`src/rtl/owire_slot_pkg.sv`:
```
package owire_slot_pkg;

   typedef enum logic [1:0] {
      K_WRITE = 2'b00,
      K_READ  = 2'b01,
      K_RESET = 2'b10,
      K_NONE  = 2'b11
   } req_kind_e;

   typedef enum logic [1:0] {
      SL_WR0,
      SL_WR1,
      SL_READ,
      SL_RESET
   } slot_e;

   // Longest single phase in microseconds.
   localparam int unsigned LEN_MAX = 500;

   // Phase 0: line pulled low; phase 1: released up to sample; phase 2: after sample.
   function automatic int unsigned slot_len(slot_e s, int unsigned ph);
      int unsigned v;
      v = 0;
      unique case (s)
         SL_WR1:   v = (ph == 0) ? 6   : (ph == 1) ? 64 : 0;
         SL_WR0:   v = (ph == 0) ? 60  : (ph == 1) ? 10 : 0;
         SL_READ:  v = (ph == 0) ? 6   : (ph == 1) ? 9  : 55;
         SL_RESET: v = (ph == 0) ? 500 : (ph == 1) ? 70 : 430;
         default:  v = 0;
      endcase
      return v;
   endfunction

endpackage

```
`src/rtl/owire_us_tick.sv`:
```
module owire_us_tick #(
   parameter int CLK_PER_US = 100
) (
   input  logic clk,
   input  logic rst_n,
   input  logic clr,
   output logic tick
);
   localparam int DIV_W = (CLK_PER_US > 1) ? $clog2(CLK_PER_US) : 1;
   localparam logic [DIV_W-1:0] DIV_LAST = DIV_W'(CLK_PER_US - 1);

   generate
      if (CLK_PER_US < 1) begin : g_bad_div
         $error("CLK_PER_US must be at least 1");
      end
   endgenerate

   logic [DIV_W-1:0] div_q;

   always_ff @(posedge clk or negedge rst_n) begin
      if (!rst_n) begin
         div_q <= '0;
      end else if (clr || div_q == DIV_LAST) begin
         div_q <= '0;
      end else begin
         div_q <= div_q + 1'b1;
      end
   end

   assign tick = (div_q == DIV_LAST);

   generate
      if (CLK_PER_US > 1) begin : g_gap_chk
         // ticks are separated by whole microsecond periods
         p_tick_gap_r7: assert property (@(posedge clk) disable iff (!rst_n)
            tick |=> !tick);
      end
   endgenerate

endmodule

```
`src/rtl/owire_in_sync.sv`:
```
module owire_in_sync #(
   parameter int STAGES = 2
) (
   input  logic clk,
   input  logic rst_n,
   input  logic d,
   output logic q
);
   generate
      if (STAGES < 2) begin : g_bad_stages
         $error("STAGES must be at least 2");
      end
   endgenerate

   logic [STAGES-1:0] sh_q;

   always_ff @(posedge clk or negedge rst_n) begin
      if (!rst_n) sh_q[0] <= 1'b1;
      else        sh_q[0] <= d;
   end

   generate
      for (genvar i = 1; i < STAGES; i++) begin : g_stage
         always_ff @(posedge clk or negedge rst_n) begin
            if (!rst_n) sh_q[i] <= 1'b1;
            else        sh_q[i] <= sh_q[i-1];
         end
      end
   endgenerate

   assign q = sh_q[STAGES-1];

endmodule

```
`src/rtl/owire_slot_seq.sv`:
```
module owire_slot_seq
   import owire_slot_pkg::*;
#(
   parameter int SCALE_W = 4
) (
   input  logic               clk,
   input  logic               rst_n,
   input  logic               tick,
   input  logic               req_valid,
   input  logic [1:0]         req_kind,
   input  logic               req_bit,
   input  logic [SCALE_W-1:0] scale,
   input  logic               samp_in,
   output logic               tick_clr,
   output logic               pull_low,
   output logic               busy,
   output logic               done,
   output logic               rx_bit
);
   localparam int CNT_W = $clog2(LEN_MAX * (2 ** SCALE_W)) + 1;

   generate
      if (SCALE_W < 1 || SCALE_W > 16) begin : g_bad_scale
         $error("SCALE_W must be between 1 and 16");
      end
   endgenerate

   typedef enum logic [1:0] {PH_IDLE, PH_LOW, PH_WAIT, PH_TAIL} phase_e;

   phase_e             ph_q;
   slot_e              slot_q;
   slot_e              slot_new;
   logic [SCALE_W-1:0] scl_q;
   logic [SCALE_W-1:0] scl_eff;
   logic [CNT_W-1:0]   cnt_q;
   logic               pull_q;
   logic               done_q;
   logic               rx_q;
   logic               accept;
   logic               last_tick;

   function automatic logic [CNT_W-1:0] span(int unsigned len, logic [SCALE_W-1:0] s);
      return CNT_W'(len * 32'(s) - 1);
   endfunction

   always_comb begin
      unique case (req_kind)
         2'b00:   slot_new = req_bit ? SL_WR1 : SL_WR0;
         2'b01:   slot_new = SL_READ;
         default: slot_new = SL_RESET;
      endcase
   end

   assign scl_eff   = (scale == '0) ? SCALE_W'(1) : scale;
   assign accept    = (ph_q == PH_IDLE) && req_valid && (req_kind != 2'b11);
   assign last_tick = tick && (cnt_q == '0);
   assign tick_clr  = accept;

   always_ff @(posedge clk or negedge rst_n) begin
      if (!rst_n) begin
         ph_q   <= PH_IDLE;
         slot_q <= SL_WR1;
         scl_q  <= SCALE_W'(1);
         cnt_q  <= '0;
         pull_q <= 1'b0;
         done_q <= 1'b0;
         rx_q   <= 1'b1;
      end else begin
         done_q <= 1'b0;
         unique case (ph_q)
            PH_IDLE: begin
               if (accept) begin
                  slot_q <= slot_new;
                  scl_q  <= scl_eff;
                  cnt_q  <= span(slot_len(slot_new, 0), scl_eff);
                  pull_q <= 1'b1;
                  ph_q   <= PH_LOW;
               end
            end
            PH_LOW: begin
               if (last_tick) begin
                  pull_q <= 1'b0;
                  cnt_q  <= span(slot_len(slot_q, 1), scl_q);
                  ph_q   <= PH_WAIT;
               end else if (tick) begin
                  cnt_q <= cnt_q - 1'b1;
               end
            end
            PH_WAIT: begin
               if (last_tick) begin
                  if (slot_q == SL_READ || slot_q == SL_RESET) rx_q <= samp_in;
                  if (slot_len(slot_q, 2) == 0) begin
                     done_q <= 1'b1;
                     ph_q   <= PH_IDLE;
                  end else begin
                     cnt_q <= span(slot_len(slot_q, 2), scl_q);
                     ph_q  <= PH_TAIL;
                  end
               end else if (tick) begin
                  cnt_q <= cnt_q - 1'b1;
               end
            end
            default: begin
               if (last_tick) begin
                  done_q <= 1'b1;
                  ph_q   <= PH_IDLE;
               end else if (tick) begin
                  cnt_q <= cnt_q - 1'b1;
               end
            end
         endcase
      end
   end

   assign pull_low = pull_q;
   assign busy     = (ph_q != PH_IDLE);
   assign done     = done_q;
   assign rx_bit   = rx_q;

   // the pad is only pulled while a slot runs
   p_pull_in_slot_r11: assert property (@(posedge clk) disable iff (!rst_n)
      pull_low |-> busy);
   // end-of-slot strobe lasts one cycle
   p_done_single_r9: assert property (@(posedge clk) disable iff (!rst_n)
      done |=> !done);
   // strobe coincides with return to idle
   p_done_idle_r9: assert property (@(posedge clk) disable iff (!rst_n)
      done |-> !busy);
   // accepted request pulls the line on the next cycle
   p_start_pull_r2: assert property (@(posedge clk) disable iff (!rst_n)
      accept |=> (busy && pull_low));
   // captured slot and scale hold for the whole slot
   p_slot_held_r7: assert property (@(posedge clk) disable iff (!rst_n)
      (busy && $past(busy)) |-> ($stable(slot_q) && $stable(scl_q)));

endmodule

```
`src/rtl/owire_slot_engine.sv`:
```
module owire_slot_engine #(
   parameter int CLK_PER_US  = 100,
   parameter int SCALE_W     = 4,
   parameter int SYNC_STAGES = 2
) (
   input  logic               clk,
   input  logic               rst_n,
   input  logic               req_valid,
   input  logic [1:0]         req_kind,
   input  logic               req_bit,
   input  logic [SCALE_W-1:0] scale,
   input  logic               bus_in,
   output logic               pull_low,
   output logic               busy,
   output logic               done,
   output logic               rx_bit
);
   logic tick;
   logic tick_clr;
   logic samp;

   owire_us_tick #(.CLK_PER_US(CLK_PER_US)) tick_i (
      .clk   (clk),
      .rst_n (rst_n),
      .clr   (tick_clr),
      .tick  (tick)
   );

   owire_in_sync #(.STAGES(SYNC_STAGES)) sync_i (
      .clk   (clk),
      .rst_n (rst_n),
      .d     (bus_in),
      .q     (samp)
   );

   owire_slot_seq #(.SCALE_W(SCALE_W)) seq_i (
      .clk       (clk),
      .rst_n     (rst_n),
      .tick      (tick),
      .req_valid (req_valid),
      .req_kind  (req_kind),
      .req_bit   (req_bit),
      .scale     (scale),
      .samp_in   (samp),
      .tick_clr  (tick_clr),
      .pull_low  (pull_low),
      .busy      (busy),
      .done      (done),
      .rx_bit    (rx_bit)
   );

endmodule

```
`config.mk`:
```
export PLATFORM = sky130hd
export DESIGN_NAME = owire_slot_engine
export DESIGN_NICKNAME = d
export VERILOG_FILES = /design/src/rtl/owire_slot_pkg.sv /design/src/rtl/owire_us_tick.sv /design/src/rtl/owire_in_sync.sv /design/src/rtl/owire_slot_seq.sv /design/src/rtl/owire_slot_engine.sv
export SDC_FILE = /design/constraint.sdc
export NUM_CORES = 1
export LEC_CHECK = 0
export CAP_MARGIN = 20
export CELL_PAD_IN_SITES_DETAIL_PLACEMENT = 1
export CELL_PAD_IN_SITES_GLOBAL_PLACEMENT = 2
export CORE_MARGIN = 4
export CORE_UTILIZATION = 35
export DETAILED_ROUTE_END_ITERATION = 10
export PLACE_DENSITY = 0.73
export REMOVE_ABC_BUFFERS = 1
export SETUP_SLACK_MARGIN = 0.15
export SLEW_MARGIN = 20
export SYNTH_ARGS = -nofsm -noshare
export SYNTH_HDL_FRONTEND = slang
export SYNTH_SLANG_ARGS = --single-unit
```
`constraint.sdc`:
```
create_clock -name clk -period 10.02 [get_ports clk]
set_clock_uncertainty 0.15 [all_clocks]
set_input_delay 2.004 -clock clk [delete_from_list [all_inputs] [get_ports clk]]
set_output_delay 2.004 -clock clk [all_outputs]
set_load 0.02 [all_outputs]
```
Word-level counts from Yosys, hierarchy flattened
Index checks and enable logic that the tools add are counted.
Widths: inputs -> output; s select.
Operators by class
  $add $sub $neg: 5
  multiply operators: 3
  eq/ne operators: 16
  muxes and demuxes: 36
  reduce and logical (&&, ||, !) cells: 23
Operator list (number)
  $mux 32: 9
  $pmux 32 s3: 2
  $pmux 32 s4: 1
  $mul 32x4->14: 3
  $mux 14: 6
  $sub 14x1->14 const B: 4
  $pmux 14 s3: 1
  $logic_not 32->1: 1
  $logic_not 14->1: 1
  $eq 2x2->1 const B: 5
  $mux 2: 5
  $reduce_and 3->1: 3
  $eq 2x1->1 const B: 4
  $logic_not 2->1: 4
  $add 7x1->7 const B: 1
  $eq 7x7->1 const B: 1
  $mux 7: 1
  $mux 1: 6
  $pmux 2 s3: 1
  $reduce_bool 2->1: 3
  $reduce_or 2->1: 3
  $logic_not 4->1: 1
  $mux 4: 1
  $ne 2x1->1 const B: 2
  9 further kinds: 14
Word-level totals
  register bits: 34
  input bits: 11

Depth between registers and ports, before layout
  depth after elaboration: 14
  depth in mapped cells: 20

By module
A second synthesis with hierarchy kept.
Second synthesis, totals
  cells, all modules: 660
  area total of the unflattened synthesis: 5212.5 sq um
Modules (own cells, without submodules)
  owire_slot_seq: instances 1, cells an instance 627, area each 4840.9 sq um, sequential area each 629.4 sq um
  owire_us_tick: instances 1, cells an instance 31, area each 319.1 sq um, sequential area each 175.2 sq um
  owire_in_sync: instances 1, cells an instance 2, area each 52.6 sq um, sequential area each 52.6 sq um

Worst setup path before layout
Ideal clock, no wire load.
  path kind: in2reg
  start point: input port req_kind[0]
  end point: register seq_i.cnt_q[13]
  arrival time: 6.112 ns
  data required time: 9.735 ns
  setup slack: 3.623 ns
  stages on the path: 20
  path through: inv_1 a21oi_1 inv_1 ha_1 clkbuf_1 nand2b_1 ha_1 inv_1 fa_1 inv_1 fa_1 inv_1 ha_1 or4_1 o211ai_1 a31oi_1 o41a_1 a222oi_1 xor2_1 o211ai_1
Between the ends
  word-level cells in the longest chain between the ends: 11
  elaborated cells on any way between the ends: 19
Ends and longest elaborated chain
  start: declaration: RTL line owire_slot_engine.sv:9  | input logic [1:0] req_kind,
  $eq 2x1->1 / $logic_not 2->1 (equally long branches): RTL line owire_slot_seq.sv:47  | unique case (req_kind)
  $pmux 2 s2 (*): RTL line owire_slot_seq.sv:47
  via seq_i.slot_new[0]: RTL line owire_slot_seq.sv:32  | slot_e slot_new;
  $eq 2x1->1 / $eq 2x2->1 (equally long branches): RTL line owire_slot_pkg.sv:24  | unique case (s)
  $reduce_or 2->1 (no line)
  $pmux 32 s3 (*): RTL line owire_slot_pkg.sv:24
  $mux 32 (*): RTL line owire_slot_seq.sv:72  | if (accept) begin
  $mux 32 (*): RTL line owire_slot_seq.sv:70  | unique case (ph_q)
  $mul 32x4->14 (*): RTL line owire_slot_seq.sv:43  | return CNT_W'(len * 32'(s) - 1);
  $sub 14x1->14 (*): RTL line owire_slot_seq.sv:43
  $mux 14 (*): RTL line owire_slot_seq.sv:72
  $pmux 14 s3 (*): RTL line owire_slot_seq.sv:70
  end signal: assignment: RTL line owire_slot_seq.sv:75  | cnt_q <= span(slot_len(slot_new, 0), scl_eff);
  end signal: assignment: RTL line owire_slot_seq.sv:83  | cnt_q <= span(slot_len(slot_q, 1), scl_q);
  end signal: assignment: RTL line owire_slot_seq.sv:86  | cnt_q <= cnt_q - 1'b1;
  end: declaration: RTL line owire_slot_seq.sv:35  | logic [CNT_W-1:0] cnt_q;
The timed path passes the listed nets; every way through them passes the cells marked *. The select of a mux whose other input is x is not followed.
A chain may end at the register's enable or synchronous reset.

Worst setup path after layout
Ends and elaborated chain as after synthesis.

==> flow_summary.ini <==
[timing]
drv_slew = 0
finalSetupViolCount = 0
max-slew-margin-rel = 0.4395
rsz0062_at_grt = false
fmax_ghz = 0.1436
hold_viol_final = 0
timing.final.crit_period_ns = 6.963
finalCritPeriodShare = 0.6949
fin_setup_tns_ns = 0
worst_pin_slew_ns = 0.8368

[layout]
drive_gt1_frac = 0.05405
diodes = 0
nFillCells = 1792
nNetsFinal = 786
syn2layout_area_growth_pct = 8.789

[clocking]
clock_path_buffers = 2
cts_setup_buffers = 0
path_clk_slew_ns = 0.06
cts_sinks = 34
cts_resized = 0
numCtsBuffers = 5
hold_buffers = 0
htreeDepth = 2
cts_tree = built
clk_latency_ns = 0.28
cts-root-buf = clkbuf_16

[logic_synthesis]
synth_compound_area_frac = 0.1931
synthAdderAreaFrac = 0.3012
yosys_most_used_dff = dfrtp_1
synthMuxAreaShare = 0.01235
synth_xor_area_frac = 0.05154
async_reset_ff_frac = 1.000
avgSynthCellArea_sq_um = 7.981
ys_warn_count = 0
syn_inst = 660
ys_seq_elements = 34
yosysSeqAreaShare = 0.1627
synth_top_family_by_area = adder cells
synthSimpleGateAreaFrac = 0.1912
synth_cell_type_count = 70
synth_edf_count = 0
syn-cell-area_sq_um = 5268

[grt]
grt_first_pass_wirelength_um = 25520
grt_pass1_vias = 4802
grt_overflow = 0
grt_usage = 0.1878
antenna_found_initial = 0
grt_max_degree = 35

[route]
drc = 0
detail-route-antenna-nets = 0
drtIter0Drc = 207
routed_wl_um = 15200
vias = 4633
post_drt_wl_per_cell_um = 17.88
vias_per_cell = 5.451
first_pass_iters = 4

[setup_path]
worst-path-buf-inv = 6
worst_ep_arrival_time_ns = 6.96
criticalPathCategory = primary input to flop
slowest_stage = fa_1
path_max_fanout = 14
cp_common_cell = inv_1
cpLargestDelayFamily = adder cells
cp-start-kind = primary input
slowest_delay_ns = 0.53
worstPathRequired_ns = 10.02
endpoint_kind = flop
crit_chain = clkdlybuf4s50_1 > inv_1 > a21oi_1 > inv_1 > ha_1 > nand2b_1 > ha_1 > inv_1 > fa_1 > inv_1 > fa_1 > inv_1 > ha_1 > or4_1 > o211ai_1 > a31oi_1 > o41a_1 > a222oi_1 > xor2_1 > o211ai_1

[placement]
hpwlAfterDp_um = 12640
io_buffer_count = 14
gp_congestion = 0.8267

[outcome]
status = completed

[run]
maxCapViolations = 0

[floorplanning]
boundaryPins = 15
core_sq_um = 14640
die_w_um = 130.7
die_area_sq_um = 17080
row_count = 44
start_util = 0.3597
fp.dieH_um = 130.7

[worst_hold_path]
worstHoldPathType = flop to flop
[cell usage after synthesis, types with 3 or more instances]
master      n  area share
nand2_1    75       0.053
dfstp_2     5       0.025
nor2_1     40       0.029
nor3_1     14       0.013
o21a_1      8       0.011
o31ai_1     3      0.0043
or3_1       6      0.0071
o21bai_1    3      0.0043
ha_1       82        0.19
a31oi_1    12       0.014
o211ai_1    4      0.0057
a22oi_1     5      0.0071
inv_1     100       0.071
and2_1      8      0.0095
o32ai_1     3      0.0050
dfrtp_1    29        0.14
a22o_1      5      0.0083
xnor2_1    21       0.035
nand3_1    12       0.011
o21ai_0    39       0.037
a21oi_1    42       0.040
a31o_2      3      0.0050
nor4_1      6      0.0071
buf_2       4      0.0038
xor2_1     10       0.017
or2_2       3      0.0036
a21o_1      5      0.0071
o22ai_1     3      0.0036
fa_1       28        0.11
mux2_2      4      0.0086
nand2b_1   10       0.012
nor2b_1     7      0.0083
clkbuf_1   10      0.0071
[cells in the final DEF (no fill, tap or decap), drive strengths merged, types with 3 or more instances in the layout]
cell type / n
dfstp: 5
a22o: 5
o21bai: 3
o211ai: 4
inv: 100
a21oi: 42
and2: 8
o21ai: 42
a21o: 5
a31oi: 12
nor4: 6
o31ai: 3
a22oi: 5
dfrtp: 29
nand3: 12
nor3: 16
or4: 3
o32ai: 3
nand2b: 10
nor2: 43
nor2b: 7
or2: 4
o21a: 8
xnor2: 21
nand2: 75
mux2: 4
and3: 4
o22ai: 3
a31o: 3
clkbuf: 7
fa: 28
or3: 7
xor2: 10
clkdlybuf4s50: 14
ha: 82
[final cells by class]
class / count / area (sq um) / share of cell area
inverter: 100 / 375.4 / 0.06550
multi-input combinational: 509 / 3948 / 0.6889
timing repair buffer: 15 / 147.6 / 0.02576
sequential: 34 / 857.1 / 0.1496
clock inverter: 1 / 30.03 / 0.005240
clock buffer: 7 / 142.6 / 0.02489
tap: 184 / 230.2 / 0.04017
[metrics by stage]
stage | std cells | setup slack [ns] | hold slack [ns] | cell area (sq um) | util
floorplan | 643 | 3.709 | 0.1952 | 5180 | -
global placement | 842 | 2.913 | 0.1976 | 5558 | 0.3795
detailed placement | 842 | 2.780 | 0.2026 | 5558 | 0.3795
CTS | 850 | 3.067 | 0.2111 | 5731 | 0.3913
global route | 850 | 2.729 | 0.2144 | 5731 | 0.3913
finish | 850 | 3.057 | 0.2078 | 5731 | 0.3913
[path summary, 6_finish.rpt]
check / cells past startpoint / endpoint / startpoint / slack (ns)
max in group asynchronous: 2 / seq_i.scl_q[0]$_DFFE_PN1P_ / rst_n / 7.35
min in group asynchronous: 2 / seq_i.ph_q[0]$_DFFE_PN0P_ / rst_n / 1.99
hold / removal: 0 / sync_i.q$_DFF_PN1_ / sync_i.sh_q[0]$_DFF_PN1_ / 0.21
setup reg to reg: 17 / seq_i.cnt_q[12]$_DFFE_PN0P_ / seq_i.slot_q[0]$_DFFE_PN1P_ / 4.78
setup / recovery: 20 / seq_i.cnt_q[13]$_DFFE_PN0P_ / req_kind[0] / 3.06
hold reg to reg: 0 / sync_i.q$_DFF_PN1_ / sync_i.sh_q[0]$_DFF_PN1_ / 0.21
[flip-flops by register name, summed over array words and instances, names as in the netlist]
signal          cells
seq_i.cnt_q        14
tick_i.div_q        7
seq_i.scl_q         4
seq_i.ph_q          2
seq_i.slot_q        2
seq_i.done          1
seq_i.pull_low      1
seq_i.rx_bit        1
sync_i.q            1
sync_i.sh_q         1
[cell families (layout without fill, tap and decap cells)]
group / after synthesis / after routing
multiplexers: 6 / 6
buffers and inverters: 117 / 123
AND/OR/NAND/NOR: 202 / 202
XOR/XNOR: 31 / 31
adder cells (fa/ha/maj): 110 / 110
flip-flops: 34 / 34
AO/OA/AOI/OAI: 160 / 160
[per-layer routing]
layer  track usage  wire length [um]  up-vias
met2        0.3203              7414       39
li1              -                 -     2280
met5             0                 0        -
met3       0.01667               281        9
met4       0.03932               202        0
met1        0.2602              7302     2305
Power is left out: the tool's default activity adds up to more than one toggle a clock period on the data nets, which glitch-free logic cannot reach.
